File: config.mk
export PLATFORM = sky130hd
export DESIGN_NAME = fault_latch_ctl
export DESIGN_NICKNAME = d
export VERILOG_FILES = /design/src/rtl/fault_latch_ctl.sv
export SDC_FILE = /design/constraint.sdc
export NUM_CORES = 1
export LEC_CHECK = 0
export BUFFER_PORTS_ARGS = -buffer_cell sky130_fd_sc_hd__buf_2
export CAP_MARGIN = 5
export CORE_ASPECT_RATIO = 1.5
export CORE_MARGIN = 5
export CORE_UTILIZATION = 51
export CTS_CLUSTER_DIAMETER = 50
export DETAILED_ROUTE_END_ITERATION = 12
export PLACE_DENSITY = 0.71
export SLEW_MARGIN = 20
export SYNTH_ARGS = -nofsm -noshare
export SYNTH_HDL_FRONTEND = slang
export SYNTH_SLANG_ARGS = --single-unit
File: constraint.sdc
create_clock -name clk -period 2.2 [get_ports clk]
set_input_delay 0.11 -clock clk [delete_from_list [all_inputs] [get_ports clk]]
set_output_delay 0.11 -clock clk [all_outputs]
set_load 0.005 [all_outputs]
File: src/rtl/fault_latch_ctl.sv
module fault_latch_ctl #(
  parameter int UV_QUAL  = 250,
  parameter int FBS_QUAL = 1750,
  parameter int OV_TICKS = 16
) (
  input  logic clk,
  input  logic rst_n,
  input  logic en,
  input  logic suspend_n,
  input  logic sw_tick,
  input  logic fb_uv,
  input  logic fb_ov,
  input  logic hs_fault,
  input  logic fb_near_zero,
  input  logic out_gt_1v,
  input  logic out_lt_0v5,
  input  logic out_gt_0v8,
  input  logic ss_low,
  input  logic ss_gt_4v,
  input  logic fb_in_window,
  input  logic aux_ok,
  input  logic oc_fault,
  output logic fault_latched,
  output logic ls_force,
  output logic dis_en,
  output logic pgood
);

  localparam int UVW = $clog2(UV_QUAL + 1);
  localparam int FBW = $clog2(FBS_QUAL + 2);
  localparam int OVW = $clog2(OV_TICKS + 1);
  localparam logic [UVW-1:0] UV_LAST = UVW'(UV_QUAL - 1);
  localparam logic [FBW-1:0] FB_LAST = FBW'(FBS_QUAL);
  localparam logic [OVW-1:0] OV_LAST = OVW'(OV_TICKS - 1);

  logic [UVW-1:0] uv_cnt;
  logic [FBW-1:0] fbs_cnt;
  logic [OVW-1:0] ov_cnt;
  logic           fault_q;
  logic           pulse_q;

  wire uv_cond  = fb_uv & ~ss_low;
  wire fbs_cond = out_gt_1v & fb_near_zero & ss_low;

  wire uv_hit  = uv_cond & (uv_cnt == UV_LAST);
  wire fbs_hit = fbs_cond & (fbs_cnt == FB_LAST);
  wire ov_hit  = fb_ov & sw_tick & (ov_cnt == OV_LAST);
  wire oc_hit  = oc_fault & ~ss_low;
  wire any_hit = uv_hit | fbs_hit | ov_hit | hs_fault | oc_hit;

  always_ff @(posedge clk or negedge rst_n) begin
    if (!rst_n) begin
      uv_cnt <= '0;
    end else if (!en || !uv_cond) begin
      uv_cnt <= '0;
    end else if (uv_cnt != UV_LAST) begin
      uv_cnt <= uv_cnt + 1'b1;
    end
  end

  always_ff @(posedge clk or negedge rst_n) begin
    if (!rst_n) begin
      fbs_cnt <= '0;
    end else if (!en || !fbs_cond) begin
      fbs_cnt <= '0;
    end else if (fbs_cnt != FB_LAST) begin
      fbs_cnt <= fbs_cnt + 1'b1;
    end
  end

  always_ff @(posedge clk or negedge rst_n) begin
    if (!rst_n) begin
      ov_cnt <= '0;
    end else if (!en || !fb_ov) begin
      ov_cnt <= '0;
    end else if (sw_tick && ov_cnt != OV_LAST) begin
      ov_cnt <= ov_cnt + 1'b1;
    end
  end

  always_ff @(posedge clk or negedge rst_n) begin
    if (!rst_n) begin
      fault_q <= 1'b0;
    end else if (!en) begin
      fault_q <= 1'b0;
    end else if (any_hit) begin
      fault_q <= 1'b1;
    end
  end

  // hysteretic discharge: drain until below 0.5 V, rest until above 0.8 V
  always_ff @(posedge clk or negedge rst_n) begin
    if (!rst_n) begin
      pulse_q <= 1'b1;
    end else if (!fault_q) begin
      pulse_q <= 1'b1;
    end else if (pulse_q && out_lt_0v5) begin
      pulse_q <= 1'b0;
    end else if (!pulse_q && out_gt_0v8) begin
      pulse_q <= 1'b1;
    end
  end

  assign fault_latched = fault_q;
  assign ls_force      = fault_q & pulse_q;
  assign dis_en        = fault_q | ~en;
  assign pgood         = suspend_n & ss_gt_4v & ~fault_q & fb_in_window & aux_ok;

endmodule

Yosys cells after proc, flatten, opt, wreduce, memory -nomap -nowiden
Cells that the tools add are included.
- register bits: 26
- bits in latches: 0
- memory bits (writable): 0
- bits in read-only memories: 0
- input bits: 17
- output and inout bits: 4
- memories: 0
- add/sub/neg operators: 3
- multipliers: 0
- divide/modulo/power cells: 0
- order comparisons: 0
- eq/ne operators: 8
- shift operators: 0
- muxes and demuxes: 11
- bitwise logic cells: 21
- reduce and logical (&&, ||, !) cells: 14
- operators by type and width (operator ; number):
    2-to-1 mux 11 bit ; 2
    2-to-1 mux 8 bit ; 2
    bitwise AND 1 bit ; 13
    adder 11 x 1 -> 11 bit (second input constant) ; 1
    equality test 11 bit (second input constant) ; 1
    inequality test 11 bit (second input constant) ; 1
    2-to-1 mux 5 bit ; 2
    adder 8 x 1 -> 8 bit (second input constant) ; 1
    equality test 8 bit (second input constant) ; 1
    inequality test 8 bit (second input constant) ; 1
    nonzero test 2 bit ; 3
    adder 5 x 1 -> 5 bit (second input constant) ; 1
    equality test 5 x 4 -> 1 bit (second input constant) ; 1
    zero test 1 bit ; 5
    2-to-1 mux 1 bit ; 5
    inequality test 5 x 4 -> 1 bit (second input constant) ; 1
    bitwise OR 1 bit ; 5
    logical AND 1 bit ; 3
    logical OR 1 bit ; 3
    inequality test 3 x 1 -> 1 bit (second input constant) ; 1
    NOT 1 bit ; 3
    inequality test 2 x 1 -> 1 bit (second input constant) ; 1

Logic depth before layout (Yosys ltp)
Gate-level depths: netlist of run 1.
- depth in word-level cells: 9
- depth in mapped cells: 6

Worst setup path after synthesis of run 1
No wires, ideal clock.
- path kind: flip-flop to flip-flop
- start point: reg ov_cnt[0]
- end point: reg ov_cnt[3]
- setup time: 0.078 ns
- arrival: 1.569 ns
- path slack: 0.553 ns
- cell stages (with the launch flop): 7
- buffers on the path: 0
- clock period less this slack: 1.647 ns
- cells stage by stage: dfrtp_1 > ha_1 > and3_1 > ha_1 > nand2b_1 > or3_1 > a21oi_1
- longest elaborated chain between the ends: 3
- elaborated cells on any way between the ends: 6
- classes of those cells: add/sub: 1; eq/ne: 1; mux: 2; reduce/logical: 2
- ends and longest elaborated chain (element ; RTL line ; source):
    start, declared ; 38 ; logic [OVW-1:0] ov_cnt;
    start signal, assigned ; 77 ; ov_cnt <= ov_cnt + 1'b1;
    adder 5 x 1 -> 5 bit or inequality test 5 x 4 -> 1 bit (tied branches) ; 77, 76 ;
    2-to-1 mux 5 bit or logical AND 1 bit (tied branches) ; 76 ; end else if (sw_tick && ov_cnt != OV_LAST) begin
    2-to-1 mux 5 bit or nonzero test 2 bit (tied branches) ; - ;
Parallel ways exist; a longest one is shown, timed or not. The select of a mux whose other input is x is not followed.
A chain may end at the register's enable or synchronous reset.

Final worst setup path of run 1
Same ends and word-level chain as after synthesis.

==> run metrics, run 1 <==
top-area cell type share of the netlist area 45.4%; final core utilization 59.7%; final worst slack 0.392 ns; Hold WC Path Type primary input to flop; worst r2r src ov_cnt[0]; Synth cell types 40; crit end category flop; routability cong. 0.733; Die ar. 3860 sq um; Via density 5.60; DR iter-0 viols 29; postcts setup bufs 0; Hold Fails Final Rpt 0; Slew HR 61.7%; global-route wire length before repair 5.09 mm; Primary FF master, synth dfrtp_1; max-slew violations 0; Die Y 73.7 um; row count 23; Final #Nets 187; Hold Crit Start out_lt_0v5; Sink Count 26; Residual DRC 0; CP Class flop to flop; internal power 0.000669 W; CTS max path bufs 2; hold slack final 0.0650 ns; multi-input logic area 707 sq um; Area contributors post-synth dfrtp_1, ha_1, a21oi_1, o21ai_0, nand2_1; Final ANT Viol Nets 0; Root Driver clkbuf_8; Max VDD drop 388 uV; Combinational Power Share 6.6%; setup_tns 0 ns; post-synthesis sequential area ratio 47.3%; number of synthesized flops with an enable pin 0; DP Worst Slack 0.391 ns; CP required 2.38 ns; most common cell after layout, fill and taps aside dfrtp_1; commonest non-fill, non-tap cells in the layout dfrtp_1, buf_2, nand2_1; largest net degree at the start of global routing 27; placed cell area 1520 sq um; first-pass detailed-route iteration total 4; Worst EP arrival 1.99 ns; Sw Share 21.0%; CTS Buf Count 3; DPL Wire Length 2.03 mm; GRT Total Usage 16.9%; H-tree depth 1; Max-cap violations 0; post-route cell area 1580 sq um; Fillers 246; total gr overflow 0; register area 652 sq um; final setup fails 0; ys async rst share 100%; Synth Cell Area 1380 sq um; Startpoint Class flop; routed length per placed instance 13.2 um; vias in the first global route 1,183; cell taking the most area after synthesis dfrtp_1; chip width 52.5 um; crit path time final 1.81 ns; syn avg cell area 9.85 sq um; Worst-Skew Late Latency 0.26 ns; area grow syn2layout 14.7%; n_diodes 0; P_sw 0.000178 W; Cells after Synth 140; share of cells above drive strength 1 19.6%; unrepaired setup endpoints after global routing no; IO Count 21; post-cts gate resize count 0; core box area 2650 sq um; initial antenna violation count 0; status finished clean; Post-CTS Hold Buffers 1; CP max FO 4; leakage power 0.654 nW; YS warnings 0; final wirelength 2.65 mm; total number of vias 1,120; f_max 553 MHz; Clk pwr share 35.4%; register share of total power 58.0%; Worst-path clk slew 0.08 ns; Slew @ Worst Pin 0.574 ns; Critical Path Source ov_cnt[0]; initial core utilization 52.1%; Layout Skew 0.00601 ns; IO Port Bufs 20; post-synthesis net count 163; P per Cell Area 535 nW/um^2; CTS tree yes; FF+latch count, synth 26; period utilization 82.2%
[metal layers]
layer	global-route usage (%)	vias up	part of all wire, %
met5	0	-	0
met4	5.68	0	0.76
met3	2.03	2	2.8
met2	27.3	20	50
met1	23.2	527	47
li1	-	571	-
[synthesized netlist by cell type (4+ instances only)]
cell type and number:
a21oi_1 10, dfrtp_1 25, ha_1 6, nand2_1 11, nand3_1 6, nand4_1 4, nor2_1 8, nor3_1 4
o21ai_0 9, or3_1 6, xor2_1 4
[worst max-delay path, stage by stage, from the launching register on]
cell,delay (ns)
dfrtp_1,0.41
ha_1,0.22
and3_1,0.18
ha_1,0.21
nand2b_1,0.19
or3_1,0.36
a21oi_1,0.16
[logic make-up (layout without fill, tap and decap cells)]
| kind of cell | Yosys count | after routing | synth area share, % |
|---|---|---|---|
| adders and majority gates | 6 | 6 | 5.44 |
| muxes | 1 | 1 | 0.726 |
| buffers and inverters | 5 | 28 | 1.45 |
| DFF | 26 | 26 | 47.3 |
| and+or+nand+nor | 66 | 66 | 28.0 |
| xor gates and xnor gates | 6 | 6 | 3.81 |
| AOI/OAI and AO/OA | 30 | 30 | 13.3 |
[power groups by stage]
| stage | Combinational [W] | Sequential (W) | Clock, W |
|---|---|---|---|
| finish | 0.0000558 | 0.000491 | 0.000300 |
| global route | 0.0000648 | 0.000492 | 0.000331 |
| CTS | 0.0000575 | 0.000491 | 0.000313 |
| detailed placement | 0.0000562 | 0.000500 | 0 |
| global placement | 0.0000540 | 0.000500 | 0 |
| floorplan | 0.0000214 | 0.000499 | 0 |
[final cells by class]
type | instances | share of cell area [%]
inverter | 3 | 0.712
multi-input combinational | 109 | 44.7
tap | 37 | 2.93
clock buffer | 4 | 3.48
timing repair buffer | 21 | 6.96
sequential | 26 | 41.2
[final timing paths]
kind | slack (ns) | to | cells after the start
max | 0.39 | ov_cnt[3] | 6
min reg2reg | 0.49 | pulse_q | 1
min | 0.07 | pulse_q | 4
max reg2reg | 0.39 | ov_cnt[3] | 6
min in group asynchronous | 0.38 | fbs_cnt[6] | 2
max in group asynchronous | 1.45 | ov_cnt[3] | 2
[sequential cells by signal, indices dropped and copies added (netlist names)]
| signal | flops |
|---|---|
| fbs_cnt | 11 |
| uv_cnt | 8 |
| ov_cnt | 5 |
| fault_latched | 1 |
| pulse_q | 1 |
[stage by stage]
stage / power, W / instances
3_3_place_gp: 0.000554 / 195
5_1_grt: 0.000887 / 200
2_1_floorplan: 0.000520 / 140
3_5_place_dp: 0.000556 / 195
4_1_cts: 0.000861 / 200
6_report: 0.000846 / 200
(Power assumes the default switching activity.)
==> run 2, diff against run 1 <==
==> constraint.sdc (replaced) <==
create_clock -name clk -period 1.76 [get_ports clk]
set_input_delay 0.088 -clock clk [delete_from_list [all_inputs] [get_ports clk]]
set_output_delay 0.088 -clock clk [all_outputs]
set_load 0.005 [all_outputs]
==> run 2 against run 1 <==
  * Power rose by 40%
  * Clock-buffer cell count is 1 lower
  * Maximum frequency rose by 5.7%
  * Core utilization increased by 2.6 points
  * Largest cell class unchanged
  * Clock skew about the same
  * Critical endpoint unchanged
  * Final area grew 4.3%
==> run metrics, run 2 (synthesis gave the netlist of run 1 again) <==
hold depth 4 (unchanged); Worst EP arrival 1.92 ns (was 1.99 ns); total gr overflow 0 (unchanged); core box area 2650 sq um (unchanged); final setup fails 0 (unchanged); initial antenna violation count 0 (unchanged); IO Count 21 (unchanged); Worst-path clk slew 0.09 ns (was 0.08 ns); Hold EP pulse_q (unchanged); crit-path cells ha_1 > and3_1 > ha_2 > nand2b_4 > or3_1 > a21oi_2 (was ha_1 > and3_1 > ha_1 > nand2b_1 > or3_1 > a21oi_1); Worst-Skew Late Latency 0.27 ns (was 0.26 ns); DPL Wire Length 2.14 mm (was 2.03 mm); n_diodes 0 (unchanged); most common cell after layout, fill and taps aside dfrtp_1 (unchanged); CTS tree yes (unchanged); Hold WC Path Type primary input to flop (unchanged); global-route wire length before repair 4.86 mm (was 5.09 mm); Final #Nets 191 (was 187); DR iter-0 viols 40 (was 29); placed cell area 1530 sq um (was 1520 sq um); CTS max path bufs 2 (unchanged); largest net degree at the start of global routing 27 (unchanged); first-pass detailed-route iteration total 4 (unchanged); CP required 1.96 ns (was 2.38 ns); vias in the first global route 1,126 (was 1,183); Die ar. 3860 sq um (unchanged); period utilization 97.2% (was 82.2%); routability cong. 0.725 (was 0.733); Hold Fails Final Rpt 0 (unchanged); Slew HR 61.8% (was 61.7%); setup slack, reg-to-reg 0.05 ns (was 0.39 ns); Max VDD drop 506 uV (was 388 uV); CP top delay family simple AND/OR/NAND/NOR gates (unchanged); FF-to-FF path depth 6 (unchanged); Buf/Inv on CP 0 (unchanged); H-tree depth 1 (unchanged); f_max 585 MHz (was 553 MHz); Worst path max stage delay 0.40 ns (was 0.41 ns); Final ANT Viol Nets 0 (unchanged); Startpoint Class flop (unchanged); leading registers by flop count fbs_cnt x11, uv_cnt x8, ov_cnt x5 (unchanged); crit end category flop (unchanged); GRT Total Usage 16.6% (was 16.9%); DP Worst Slack 0.0206 ns (was 0.391 ns); Residual DRC 0 (unchanged); leakage power 0.685 nW (was 0.654 nW); routed length per placed instance 13.8 um (was 13.2 um); row count 23 (unchanged); initial core utilization 52.1% (unchanged); Hold Crit Start out_lt_0v5 (unchanged); slowest cell on the critical path dfrtp_1 (unchanged); Sink Count 26 (unchanged); area grow syn2layout 19.6% (was 14.7%); Critical Path Source ov_cnt[1] (was ov_cnt[0]); final wirelength 2.82 mm (was 2.65 mm); post-route cell area 1650 sq um (was 1580 sq um); max-slew violations 0 (unchanged); Root Driver clkbuf_8 (unchanged); CP Class flop to flop (unchanged); CP max FO 4 (unchanged); Layout Skew 0.00579 ns (was 0.00601 ns); IO Port Bufs 20 (unchanged); worst r2r src ov_cnt[1] (was ov_cnt[0]); total number of vias 1,142 (was 1,120); final worst slack 0.0497 ns (was 0.392 ns); max reg flops 11 (unchanged); commonest non-fill, non-tap cells in the layout dfrtp_1, buf_2, nand2_1 (unchanged); P per Cell Area 719 nW/um^2 (was 535 nW/um^2); Via density 5.60 (about the same); Reg with most FFs fbs_cnt (unchanged); status finished clean (unchanged); crit path time final 1.71 ns (was 1.81 ns); FF-to-FF End ov_cnt[3] (unchanged); share of cells above drive strength 1 24.0% (was 19.6%); Die Y 73.7 um (unchanged); CTS Buf Count 3 (unchanged); Max-cap violations 0 (unchanged); chip width 52.5 um (unchanged); Slew @ Worst Pin 0.573 ns (was 0.574 ns)
run 2: per-stage QoR:
step                TNS [ns]  instances  power [W]  util [%]  hold WS [ns]
floorplan                  0        140   0.000650         -        -0.208
global placement           0        197   0.000694      57.8         0.112
detailed placement         0        197   0.000698      57.8         0.118
CTS                        0        202    0.00120      60.9        0.0310
global route        -0.00196        204    0.00123      62.3        0.0511
finish                     0        204    0.00119      62.3        0.0371
run 2: tightest hold or removal path: cells and delay by family:
kind / cells / cell delay, ns
compound gates: 1 / 0.06
buf+inv: 1 / 0.07
simple gates: 2 / 0.08
run 2: worst max-delay path by stage:
stage	end	slack, ns	cells past startpoint
floorplan	ov_cnt[3]	0.11	6
global route	ov_cnt[3]	-0.002	6
finish	ov_cnt[3]	0.05	6
detailed placement	ov_cnt[3]	0.02	6
CTS	ov_cnt[3]	0.009	6
global placement	ov_cnt[3]	0.10	6
run 2: area by class of cell:
type / count / area [sq um]
Tap cell: 37 / 46.3
Fill cell: 235 / 998
Clock buffer: 3 / 41.3
Inverter: 3 / 11.3
Multi-Input combinational cell: 109 / 728
Timing Repair Buffer: 25 / 140
Clock inverter: 1 / 30.0
Sequential cell: 26 / 652
run 2: power by group:
| group | switching, W | internal, W | total [W] |
|---|---|---|---|
| clock network | 0.000190 | 0.000304 | 0.000495 |
| registers | 0.00000765 | 0.000605 | 0.000613 |
| logic | 0.0000420 | 0.0000365 | 0.0000785 |
run 2: metal layers:
metal  up-vias  track usage, %  share of wire (%)
met3         4            2.23                3.1
met5         -               0                  0
met2        17            29.3                 53
li1        574               -                  -
met4         0            6.82                1.2
met1       547            19.7                 43
run 2: repair_timing:
action,4_1_cts,5_1_grt
gates resized for setup,0,4
setup endpoints to repair,0,3
endpoints found under the hold margin,25,0
hold buffers,1,0
buffers inserted,0,2
==> run 3, diff against run 2 <==
--- a/config.mk
+++ b/config.mk
@@ -9,10 +9,10 @@
 export CAP_MARGIN = 5
 export CORE_ASPECT_RATIO = 1.5
 export CORE_MARGIN = 5
-export CORE_UTILIZATION = 51
+export CORE_UTILIZATION = 40
 export CTS_CLUSTER_DIAMETER = 50
 export DETAILED_ROUTE_END_ITERATION = 12
-export PLACE_DENSITY = 0.71
+export PLACE_DENSITY = 0.58
 export SLEW_MARGIN = 20
 export SYNTH_ARGS = -nofsm -noshare
 export SYNTH_HDL_FRONTEND = slang
==> run 3 against run 2 <==
  * Combinational power is 5.5% lower
  * Non-clock buffer count is 3 lower
  * Final area is 1.5% lower
  * Via count is 1.3% higher
  * Worst hold slack better by 0.0064 ns
  * Die area is 23% higher
  * Sequential share of layout area is 0.61 points higher
  * Clock-buffer cell count stayed put
  * Core utilization is 14 points lower
  * Register-to-register slack better by 0.04 ns
  * Sequential cell count stayed put
  * Critical path type unchanged
  * Highest routed layer unchanged
==> run metrics, run 3 (synthesis gave the netlist of run 1 again) <==
Max VDD drop 347 uV (was 506 uV); total gr overflow 0 (unchanged); DR iter-0 viols 23 (was 40); Slew HR 60.8% (was 61.8%); CP Class flop to flop (unchanged); Root Driver clkbuf_8 (unchanged); Hold Fails Final Rpt 0 (unchanged); area grow syn2layout 17.8% (was 19.6%); H-tree depth 1 (unchanged); Final #Nets 188 (was 191); leading registers by flop count fbs_cnt x11, uv_cnt x8, ov_cnt x5 (unchanged); CTS max path bufs 2 (unchanged); final setup fails 0 (unchanged); register area 652 sq um (unchanged); share of cells above drive strength 1 22.0% (was 24.0%); Max-cap violations 0 (unchanged); row count 26 (was 23); Layout Cells excl Fill 206 (was 204); Post-Place Cells 201 (was 197); setup_tns 0 ns (unchanged); f_max 598 MHz (was 585 MHz); Worst EP arrival 1.88 ns (was 1.92 ns); Worst-Skew Late Latency 0.27 ns (about the same); period utilization 95.1% (was 97.2%); leakage power 0.666 nW (was 0.685 nW); GRT Total Usage 13.3% (was 16.6%); first-pass detailed-route iteration total 4 (unchanged); commonest non-fill, non-tap cells in the layout dfrtp_1, buf_2, nand2_1 (unchanged); total number of vias 1,157 (was 1,142); Startpoint Class flop (unchanged); n_diodes 0 (unchanged); routed length per placed instance 14.4 um (was 13.8 um); Residual DRC 0 (unchanged); chip width 57.9 um (was 52.5 um); most common cell after layout, fill and taps aside dfrtp_1 (unchanged); core box area 3380 sq um (was 2650 sq um); CP max FO 4 (unchanged); Final ANT Viol Nets 0 (unchanged); global-route wire length before repair 4.95 mm (was 4.86 mm); Die ar. 4750 sq um (was 3860 sq um); crit path time final 1.67 ns (was 1.71 ns); Sink Count 26 (unchanged); Layout Skew 0.00622 ns (was 0.00579 ns); Die Y 81.9 um (was 73.7 um); IO Count 21 (unchanged); Hold WC Path Type primary input to flop (unchanged); vias in the first global route 1,121 (was 1,126); setup slack, reg-to-reg 0.09 ns (was 0.05 ns); Reg with most FFs fbs_cnt (unchanged); Worst-path clk slew 0.10 ns (was 0.09 ns); IO Port Bufs 20 (unchanged); CTS tree yes (unchanged); Via density 5.62 (was 5.60); initial core utilization 40.8% (was 52.1%); initial antenna violation count 0 (unchanged); status finished clean (unchanged); Fillers 341 (was 235); CP required 1.97 ns (was 1.96 ns); Slew @ Worst Pin 0.588 ns (was 0.573 ns); crit end category flop (unchanged); multi-input logic area 719 sq um (was 728 sq um); largest net degree at the start of global routing 27 (unchanged); DPL Wire Length 2.17 mm (was 2.14 mm); final wirelength 2.96 mm (was 2.82 mm); routability cong. 0.700 (was 0.725); unrepaired setup endpoints after global routing no; max reg flops 11 (unchanged); CTS Buf Count 3 (unchanged); max-slew violations 0 (unchanged); P per Cell Area 733 nW/um^2 (was 719 nW/um^2)
[run 3: path summary, 6_finish.rpt]
path                       cells past startpoint          to     startpoint
setup / recovery                               6   ov_cnt[3]      ov_cnt[1]
hold / removal                                 3     pulse_q     out_gt_0v8
setup reg to reg                               6   ov_cnt[3]      ov_cnt[1]
hold reg to reg                                1     pulse_q  fault_latched
max in group asynchronous                      2  fbs_cnt[2]          rst_n
min in group asynchronous                      2   uv_cnt[7]          rst_n
[run 3: worst max-delay path, stage by stage, from the launching register on]
cell and delay [ns]:
dfrtp_1 0.41, ha_2 0.18, and3_1 0.18, ha_2 0.19, nand2b_1 0.16, or3_1 0.34
a21oi_1 0.13
[run 3: layer usage]
layer  up-vias  wire length [um]  GRT usage [%]  share of wire, %
li1        569                 -              -                 -
met3         4                77           1.89               2.6
met1       568              1340           16.6                45
met4         0                38           5.34               1.3
met5         -                 0              0                 0
met2        16              1510           23.0                51
[run 3: power breakdown]
group          switching (W)  internal (W)  leakage, nW
sequential        0.00000791      0.000606        0.357
clock               0.000198      0.000305       0.0357
combinational      0.0000409     0.0000333        0.274
[run 3: cell type report]
type,instances,area share (%)
inverters,3,0.693
multi-input cells,109,44.3
repair buffers,22,7.24
clock buffers,3,2.54
clock inverters,1,1.85
flip-flops and latches,26,40.1
well taps,42,3.24
[run 3: stage by stage]
stage                     worst slack [ns]  hold WS [ns]  utilization, %  total power [W]  area (sq um)
after floorplan                      0.113        -0.208               -         0.000650          1380
after detailed placement            0.0103         0.131            45.2         0.000698          1530
after global routing              0.000183        0.0675            48.0          0.00124          1620
after global placement              0.0983         0.123            45.2         0.000695          1530
final                               0.0869        0.0435            48.0          0.00119          1620
after CTS                          0.00536        0.0384            47.6          0.00121          1610
[run 3: timing repair]
action,4_1_cts,5_1_grt
resized for setup,0,3
hold endpoints to repair,25,0
setup buffers,0,0
setup endpoints to repair,0,3
hold buffers,1,0
